## src/rtl/nvm_guard_pkg.sv

```systemverilog
package nvm_guard_pkg;
  typedef enum logic [1:0] {
    CMD_BLANK = 2'd0,
    CMD_PROG  = 2'd1,
    CMD_PAGE  = 2'd2,
    CMD_MASS  = 2'd3
  } cmdKind_e;

  typedef struct packed {
    logic loadBoot;
    logic loadDebug;
  } guardStrobe_t;
endpackage

```

## src/rtl/nvm_guard_dp.sv

```systemverilog
module nvm_guard_dp
  import nvm_guard_pkg::*;
#(
  parameter int unsigned SEL_W      = 7,
  parameter int unsigned PAGE_BITS  = 9,
  parameter int unsigned VEC_SPAN   = 64,
  parameter int unsigned VEC_BASE   = 'hFFC0,
  parameter int unsigned VEC_LAST   = 'hFFFD,
  parameter int unsigned FLASH_BASE = 'hF800,
  localparam int unsigned ADDR_W    = SEL_W + PAGE_BITS,
  localparam int unsigned REG_W     = SEL_W + 1
) (
  input  logic              clk,
  input  guardStrobe_t      strobe,
  input  logic [REG_W-1:0]  bootProtByte,
  input  logic              bootNoRedir,
  input  logic [REG_W-1:0]  wrData,
  input  logic [ADDR_W-1:0] fetchAddr,
  input  logic              fetchIsVector,
  output logic              protActive,
  output logic [ADDR_W:0]   firstProt,
  output logic [ADDR_W-1:0] fetchAddrOut
);
  localparam int unsigned VEC_W = $clog2(VEC_SPAN);
  localparam logic [ADDR_W-1:0] VEC_LO  = VEC_BASE[ADDR_W-1:0];
  localparam logic [ADDR_W-1:0] VEC_HI  = VEC_LAST[ADDR_W-1:0];
  localparam logic [ADDR_W-1:0] SPAN_A  = VEC_SPAN[ADDR_W-1:0];
  localparam logic [ADDR_W:0]   FLASH_LO = {1'b0, FLASH_BASE[ADDR_W-1:0]};
  localparam logic [ADDR_W:0]   PAGE_STEP = {{SEL_W{1'b0}}, 1'b1, {PAGE_BITS{1'b0}}};

  logic [REG_W-1:0] protCfg;
  logic             noRedirQ;
  logic [SEL_W-1:0] selBits;
  logic             allProt;
  logic             redirOn;
  logic             inVec;
  logic [ADDR_W-1:0] vecOffset;

  always_ff @(posedge clk) begin
    if (strobe.loadBoot) begin
      protCfg  <= bootProtByte;
      noRedirQ <= bootNoRedir;
    end else if (strobe.loadDebug) begin
      protCfg  <= wrData;
    end
  end

  always_comb begin
    selBits    = protCfg[REG_W-1:1];
    protActive = !protCfg[0] && (selBits != '1);
    firstProt  = {1'b0, selBits, {PAGE_BITS{1'b0}}} + PAGE_STEP;
    allProt    = firstProt <= FLASH_LO;
    redirOn    = !noRedirQ && protActive && !allProt;
    inVec      = fetchIsVector && (fetchAddr >= VEC_LO) && (fetchAddr <= VEC_HI);
    vecOffset  = {{(ADDR_W-VEC_W){1'b0}}, fetchAddr[VEC_W-1:0]};
    if (redirOn && inVec)
      fetchAddrOut = firstProt[ADDR_W-1:0] - SPAN_A + vecOffset;
    else
      fetchAddrOut = fetchAddr;
  end
endmodule

```

## src/rtl/nvm_guard_ctrl.sv

```systemverilog
module nvm_guard_ctrl
  import nvm_guard_pkg::*;
#(
  parameter int unsigned ADDR_W = 16
) (
  input  logic              clk,
  input  logic              rstN,
  input  logic              wrEn,
  input  logic              wrIsDebug,
  input  logic              cmdValid,
  input  cmdKind_e          cmdKind,
  input  logic [ADDR_W-1:0] cmdAddr,
  input  logic              protActive,
  input  logic [ADDR_W:0]   firstProt,
  output guardStrobe_t      strobe,
  output logic              cmdLaunch,
  output logic              cmdViolation
);
  logic targetLocked;
  logic hit;

  always_comb begin
    strobe.loadBoot  = !rstN;
    strobe.loadDebug = rstN && wrEn && wrIsDebug;
    targetLocked = ({1'b0, cmdAddr} >= firstProt) &&
                   ((cmdKind == CMD_PROG) || (cmdKind == CMD_PAGE));
    hit = protActive && (targetLocked || (cmdKind == CMD_MASS));
  end

  always_ff @(posedge clk) begin
    if (!rstN) begin
      cmdLaunch    <= 1'b0;
      cmdViolation <= 1'b0;
    end else begin
      cmdLaunch    <= cmdValid && !hit;
      cmdViolation <= cmdValid && hit;
    end
  end
endmodule

```

## src/rtl/nvm_guard.sv

```systemverilog
module nvm_guard
  import nvm_guard_pkg::*;
#(
  parameter int unsigned SEL_W      = 7,
  parameter int unsigned PAGE_BITS  = 9,
  parameter int unsigned VEC_SPAN   = 64,
  parameter int unsigned VEC_BASE   = 'hFFC0,
  parameter int unsigned VEC_LAST   = 'hFFFD,
  parameter int unsigned FLASH_BASE = 'hF800,
  localparam int unsigned ADDR_W    = SEL_W + PAGE_BITS,
  localparam int unsigned REG_W     = SEL_W + 1
) (
  input  logic              clk,
  input  logic              rstN,
  input  logic [REG_W-1:0]  bootProtByte,
  input  logic              bootNoRedir,
  input  logic              wrEn,
  input  logic              wrIsDebug,
  input  logic [REG_W-1:0]  wrData,
  input  logic              cmdValid,
  input  logic [1:0]        cmdKind,
  input  logic [ADDR_W-1:0] cmdAddr,
  input  logic [ADDR_W-1:0] fetchAddr,
  input  logic              fetchIsVector,
  output logic              cmdLaunch,
  output logic              cmdViolation,
  output logic [ADDR_W-1:0] fetchAddrOut
);
  guardStrobe_t      strobe;
  logic              protActive;
  logic [ADDR_W:0]   firstProt;

  nvm_guard_ctrl #(.ADDR_W(ADDR_W)) u_ctrl (
    .clk(clk), .rstN(rstN), .wrEn(wrEn), .wrIsDebug(wrIsDebug),
    .cmdValid(cmdValid), .cmdKind(cmdKind_e'(cmdKind)), .cmdAddr(cmdAddr),
    .protActive(protActive), .firstProt(firstProt),
    .strobe(strobe), .cmdLaunch(cmdLaunch), .cmdViolation(cmdViolation)
  );

  nvm_guard_dp #(
    .SEL_W(SEL_W), .PAGE_BITS(PAGE_BITS), .VEC_SPAN(VEC_SPAN),
    .VEC_BASE(VEC_BASE), .VEC_LAST(VEC_LAST), .FLASH_BASE(FLASH_BASE)
  ) u_dp (
    .clk(clk), .strobe(strobe), .bootProtByte(bootProtByte),
    .bootNoRedir(bootNoRedir), .wrData(wrData), .fetchAddr(fetchAddr),
    .fetchIsVector(fetchIsVector), .protActive(protActive),
    .firstProt(firstProt), .fetchAddrOut(fetchAddrOut)
  );
endmodule

```

## config.mk

```make
export PLATFORM = sky130hd
export DESIGN_NAME = nvm_guard
export DESIGN_NICKNAME = d
export VERILOG_FILES = /design/src/rtl/nvm_guard_pkg.sv /design/src/rtl/nvm_guard_dp.sv /design/src/rtl/nvm_guard_ctrl.sv /design/src/rtl/nvm_guard.sv
export SDC_FILE = /design/constraint.sdc
export NUM_CORES = 1
export LEC_CHECK = 0
export BUFFER_PORTS_ARGS = -buffer_cell sky130_fd_sc_hd__buf_2
export CORE_MARGIN = 8
export CORE_UTILIZATION = 44
export DETAILED_ROUTE_END_ITERATION = 16
export PLACE_DENSITY_LB_ADDON = 0.15
export SETUP_SLACK_MARGIN = 0.5
export SLEW_MARGIN = 40
export SYNTH_ARGS = -nofsm -noshare
export SYNTH_HDL_FRONTEND = slang
export SYNTH_SLANG_ARGS = --single-unit
```

## constraint.sdc

```tcl
create_clock -name clk -period 5.56 [get_ports clk]
set_input_delay 0.834 -clock clk [delete_from_list [all_inputs] [get_ports clk]]
set_output_delay 0.834 -clock clk [all_outputs]
set_load 0.02 [all_outputs]
```

==> impl_metrics.env, run 1 <==
export IMPL_initial_core_util=0.448
export IMPL_synth_nets=188
export IMPL_gp_congestion=0.811
export IMPL_arrival_ns=2.57
export IMPL_antennaDiodeCount=0
export IMPL_pin_count=75
export IMPL_via_per_inst=5.17
export IMPL_grt_pass1_vias=1147
export IMPL_rrSetupSlack_ns=2.92
export IMPL_drc=0
export IMPL_htreeDepth=1
export IMPL_placed_cells=211
export IMPL_ir_worst_vdd_v=0.000153
export IMPL_firstDrtPassIters=4
export IMPL_synthFlopType="edfxtp_1"
export IMPL_hold_viol=0
export IMPL_whs_ns=0.696
export IMPL_syn_avg_cell_area_sq_um=8.85
export IMPL_setup_slack_ns=2.16
export IMPL_cts_resized=0
export IMPL_area_growth_syn_to_layout_pct=32.6
export IMPL_synth_warning_count=0
export IMPL_grt_ovfl_total=0
export IMPL_clk_path_buf_depth=2
export IMPL_port_buffers=72
export IMPL_drive_above_1_share=0.476
export IMPL_rows=18
export IMPL_die_height_um=65.5
export IMPL_grt_pass1_wl_mm=4.69
export IMPL_holdPathStages=3
export IMPL_leakage_nw=0.694
export IMPL_core_sq_um=2410
export IMPL_drt_total_wl_mm=2.87
export IMPL_maxCapViolCount=0
export IMPL_r2r_end="u_ctrl.cmdLaunch"
export IMPL_insertion_delay_ns=0.26
export IMPL_tightest_slew_ns=0.443
export IMPL_instances_no_fill=215
export IMPL_synth_seq_cells=11
export IMPL_chipWidth_um=65.5
export IMPL_p_total_w=0.000265
export IMPL_synth_edf_count=9
export IMPL_holdCritStartpoint="u_dp.protCfg[0]"
export IMPL_cts_buffers=3
export IMPL_cts_root_buf="clkbuf_4"
export IMPL_nets=252
export IMPL_hp_class="reg2reg"
export IMPL_fin_skew_ns=0.00196
export IMPL_routedWlPerCell_um=13.4
export IMPL_fmax_mhz=294
export IMPL_p_per_area_nw_per_um2=185
export IMPL_synthTopCellsByArea="edfxtp_1 (25%), ha_1 (10%), mux2_2 (8.3%)"
export IMPL_r2r_start="u_dp.protCfg[1]"
export IMPL_crit_type="in2out"
export IMPL_grtUsageTotal=0.130
export IMPL_post_cts_buffers=0
export IMPL_dp_hpwl_mm=2.52
export IMPL_slew_headroom=0.701
export IMPL_grt_max_degree=12
export IMPL_synthCells=122
export IMPL_crit_required_ns=4.73
export IMPL_setup_violations_final=0
export IMPL_tns_ns=0
export IMPL_cts_sinks=11
export IMPL_min_period_over_period=0.612
export IMPL_status="finished, final reports clean"
export IMPL_r2r_cells=8
export IMPL_cts_hold_buf=0
export IMPL_rsz0062_at_grt="false"
export IMPL_synth_area_leader_cell="edfxtp_1"
export IMPL_fin_crit_ns=3.40
export IMPL_clkTransAtPathRegs_ns=0.07
export IMPL_drtIter0Drc=24
export IMPL_antenna_found_initial=0
export IMPL_die_area_sq_um=4300
export IMPL_async_reset_ff_frac=0
export IMPL_worst_setup_path_end_kind="output pin"
export IMPL_post_place_ws_ns=2.16
export IMPL_drv_slew=0
export IMPL_cp_endpoint="fetchAddrOut[11]"
export IMPL_synth_area_sq_um=1080
export IMPL_synth_top_area_share=0.250
export IMPL_synth_yosys_seq_area_share=0.287
export IMPL_drtAntennaViolNets=0
export IMPL_cts_tree="done"
export IMPL_synth_cell_types=37
export IMPL_vias=1112
export IMPL_cp_start_kind="input port"
export IMPL_critPathMaxFanout=5
export IMPL_setup_worst_path_start="fetchAddr[12]"
-- where the power goes --
group | switching, W | internal (W)
Clock | 0.0000250 | 0.0000277
Sequential | 0.0000109 | 0.0000993
Combinational | 0.0000505 | 0.0000518
Total | 0.0000864 | 0.000179
-- cell type report --
cell class / count / area [sq um]
well taps: 30 / 37.5
repair buffers: 72 / 360
fillers: 241 / 978
clock buffers: 4 / 26.3
flip-flops and latches: 11 / 310
inverters: 9 / 33.8
multi-input cells: 89 / 663
-- kinds of logic (layout without fill, tap and decap cells) --
family	count (synthesis)	after routing	synth area share
AO/OA/AOI/OAI	20	20	0.122
XOR/XNOR	6	6	0.0487
adder cells (fa/ha/maj)	9	9	0.104
buffers and inverters	22	85	0.0985
flip-flops	11	11	0.287
multiplexers	8	8	0.0834
AND/OR/NAND/NOR	46	46	0.256
-- worst min path at each step --
stage and end:
2_1_floorplan u_ctrl.cmdViolation, 3_3_place_gp u_ctrl.cmdViolation, 3_5_place_dp u_ctrl.cmdViolation, 4_1_cts u_ctrl.cmdViolation, 5_1_grt u_dp.noRedirQ, 6_report u_ctrl.cmdViolation
-- layout by cell type, fill, tap and decap left out, drive strengths merged, types with 2 or more instances in the layout --
| cell type | Yosys | routed |
|---|---|---|
| or2 | 3 | 3 |
| o211ai | 3 | 3 |
| buf | 7 | 72 |
| or4 | 3 | 3 |
| o21ai | 3 | 3 |
| inv | 9 | 9 |
| nand4b | 2 | 2 |
| nor2b | 2 | 2 |
| a31oi | 3 | 3 |
| nor3 | 4 | 4 |
| nand3 | 6 | 6 |
| dfxtp | 2 | 2 |
| ha | 9 | 9 |
| nand2 | 8 | 8 |
| nor2 | 5 | 5 |
| a21oi | 4 | 4 |
| clkbuf | 6 | 4 |
| nor4bb | 2 | 2 |
| o22ai | 2 | 2 |
| mux2 | 8 | 8 |
| and3b | 2 | 2 |
| nand3b | 2 | 2 |
| xnor2 | 5 | 5 |
| edfxtp | 9 | 9 |
| nor4 | 2 | 2 |
| nand4 | 3 | 3 |
-- worst max-delay path: stages --
cell	delay [ns]
buf_2	0.09
nand4_1	0.09
or4_4	0.52
or2_4	0.26
or4_1	0.51
nand4b_1	0.10
buf_2	0.16
-- per-stage QoR --
step / instance area [sq um] / util
4_1_cts: 1430 / 0.594
3_3_place_gp: 1410 / 0.583
3_5_place_dp: 1410 / 0.583
2_1_floorplan: 1080 / -
6_report: 1430 / 0.594
5_1_grt: 1430 / 0.594
-- cells in the mapped netlist (3+ instances only) --
master    number
nand2_1        8
nor3_1         4
o211ai_1       3
mux2_2         8
clkbuf_1       6
a31oi_1        3
o21ai_0        3
inv_1          9
nor2_1         5
edfxtp_1       9
ha_1           9
nand3_1        6
a21oi_1        4
xnor2_1        5
nand4_1        3
buf_4          6
-- registers in the layout, summed over array words and instances (netlist names) --
register / cells
u_ctrl.cmdLaunch: 1
u_ctrl.cmdViolation: 1
u_dp.noRedirQ: 1
u_dp.protCfg: 8
-- metal layers --
metal / up-vias / global-route usage / share of wire
met5: - / 0 / 0
met2: 46 / 0.244 / 0.54
met1: 490 / 0.139 / 0.38
met3: 2 / 0.0255 / 0.075
met4: 0 / 0.0490 / 0.0056
li1: 574 / - / -
No activity file was read; power rests on OpenSTA's default activity.
==> run 2: changes to the inputs <==
CORE_UTILIZATION = 37   (was 44)
clock period = 3 ns   (was 5.56 ns; I/O delays follow)
==> impl_metrics.env, run 2 (synthesized netlist as in run 1, its figures left out) <==
export IMPL_pin_count=75
export IMPL_drv_slew=0
export IMPL_die_height_um=70.0
export IMPL_power_net_switching_w=0.000185
export IMPL_arrival_ns=2.28
export IMPL_fin_skew_ns=0.00423
export IMPL_cp_start_kind="register"
export IMPL_r2r_cells=8
export IMPL_antennaDiodeCount=0
export IMPL_critPathTopFamily="simple AND/OR/NAND/NOR gates"
export IMPL_cts_sinks=11
export IMPL_hp_class="in2reg"
export IMPL_insertion_delay_ns=0.26
export IMPL_layout_common_cells="buf_2 (68), buf_4 (11), edfxtp_1 (9)"
export IMPL_critPathMaxFanout=4
export IMPL_rsz0062_at_grt="true"
export IMPL_grt_ovfl_total=0
export IMPL_initial_core_util=0.392
export IMPL_cts_hold_buf=0
export IMPL_holdPathStages=1
export IMPL_slowest_delay_ns=0.50
export IMPL_worst_setup_path_end_kind="output pin"
export IMPL_area_growth_syn_to_layout_pct=50.1
export IMPL_cts_root_buf="clkbuf_4"
export IMPL_clkTransAtPathRegs_ns=0.07
export IMPL_cp_num_buf_inv=1
export IMPL_via_per_inst=5.13
export IMPL_seq_power_share=0.373
export IMPL_r2r_start="u_dp.protCfg[1]"
export IMPL_vias=1160
export IMPL_maxCapViolCount=0
export IMPL_power_frac_comb=0.449
export IMPL_top_register="u_dp.protCfg"
export IMPL_hold_viol=0
export IMPL_leakage_nw=0.765
export IMPL_fin_util=0.588
export IMPL_path_cells="nand4b_1 > or4_4 > or2_4 > or4_1 > nand4b_1 > buf_4"
export IMPL_nets=262
export IMPL_largest_reg_flops=8
export IMPL_status="finished, final reports clean"
export IMPL_setup_violations_final=0
export IMPL_holdPathEnd="u_dp.noRedirQ"
export IMPL_drive_above_1_share=0.569
export IMPL_critPathMostFrequentCell="nand4b_1"
export IMPL_internal_power_w=0.000360
export IMPL_antenna_found_initial=0
export IMPL_port_buffers=72
export IMPL_firstDrtPassIters=5
export IMPL_cp_slowest_cell="or4_1"
export IMPL_r2r_end="u_ctrl.cmdLaunch"
export IMPL_crit_type="reg2out"
export IMPL_power_share_switching=0.339
export IMPL_drt_total_wl_mm=3.27
export IMPL_final_common_cell="buf_2"
export IMPL_grt_max_degree=12
export IMPL_rows=19
export IMPL_htreeDepth=1
export IMPL_clock_power_share=0.178
export IMPL_min_period_over_period=0.911
export IMPL_grt_pass1_wl_mm=5.09
export IMPL_core_sq_um=2760
export IMPL_die_area_sq_um=4900
export IMPL_p_total_w=0.000545
export IMPL_tns_ns=0
export IMPL_p_per_area_nw_per_um2=336
export IMPL_drtIter0Drc=12
export IMPL_whs_ns=0.361
export IMPL_chipWidth_um=70.0
export IMPL_clk_path_buf_depth=2
export IMPL_grt_pass1_vias=1253
export IMPL_grtUsageTotal=0.120
export IMPL_dp_hpwl_mm=2.76
export IMPL_cts_tree="done"
export IMPL_ir_worst_vdd_v=0.000298
export IMPL_rrSetupSlack_ns=0.62
export IMPL_slew_headroom=0.670
export IMPL_drc=0
export IMPL_routedWlPerCell_um=14.5
export IMPL_cts_buffers=3
export IMPL_drtAntennaViolNets=0
export IMPL_holdCritStartpoint="bootNoRedir"
export IMPL_fmax_mhz=366
export IMPL_tightest_slew_ns=0.489
export IMPL_fin_crit_ns=2.73
export IMPL_gp_congestion=0.797
export IMPL_crit_required_ns=2.55
run 2: cell type report:
type                       count  area, sq um
fill                         263         1140
sequential                    11          310
tap                           31         38.8
clock buffer                   4         26.3
multi-input combinational     89          754
inverter                       9         33.8
timing repair buffer          82          457
run 2: through the flow:
stage	std cells	area (sq um)	worst slack, ns
2_1_floorplan	122	1080	0.548
3_3_place_gp	213	1410	0.393
3_5_place_dp	213	1410	0.369
4_1_cts	219	1480	0.252
5_1_grt	226	1620	0.187
6_report	226	1620	0.267
run 2: worst max-delay path by stage:
| stage | cells after the start | startpoint | to | slack [ns] |
|---|---|---|---|---|
| final | 6 | u_dp.noRedirQ | fetchAddrOut[11] | 0.27 |
| after global routing | 6 | u_dp.noRedirQ | fetchAddrOut[11] | 0.19 |
| after CTS | 6 | u_dp.noRedirQ | fetchAddrOut[11] | 0.25 |
| after detailed placement | 7 | fetchAddr[12] | fetchAddrOut[11] | 0.37 |
| after global placement | 7 | fetchAddr[12] | fetchAddrOut[11] | 0.39 |
| after floorplan | 5 | fetchAddr[13] | fetchAddrOut[11] | 0.55 |
run 2: metal layers:
| metal | part of all wire | global-route usage | wire (um) |
|---|---|---|---|
| met1 | 0.36 | 0.112 | 1170 |
| met2 | 0.58 | 0.245 | 1880 |
| met3 | 0.060 | 0.0268 | 196 |
| met4 | 0.0052 | 0.0357 | 17 |
| met5 | 0 | 0 | 0 |
run 2: what timing repair did:
action,in CTS,in global routing
setup endpoints to repair,6,6
pin swaps,2,8
gates resized for setup,6,20
setup buffers,2,7
run 2: power by group through the flow:
stage	Clock, W	Sequential, W	Combinational, W
after global placement	0	0.000203	0.000198
final	0.0000969	0.000203	0.000244
after CTS	0.000102	0.000199	0.000212
after floorplan	0	0.000201	0.000133
after detailed placement	0	0.000203	0.000202
after global routing	0.000108	0.000206	0.000271
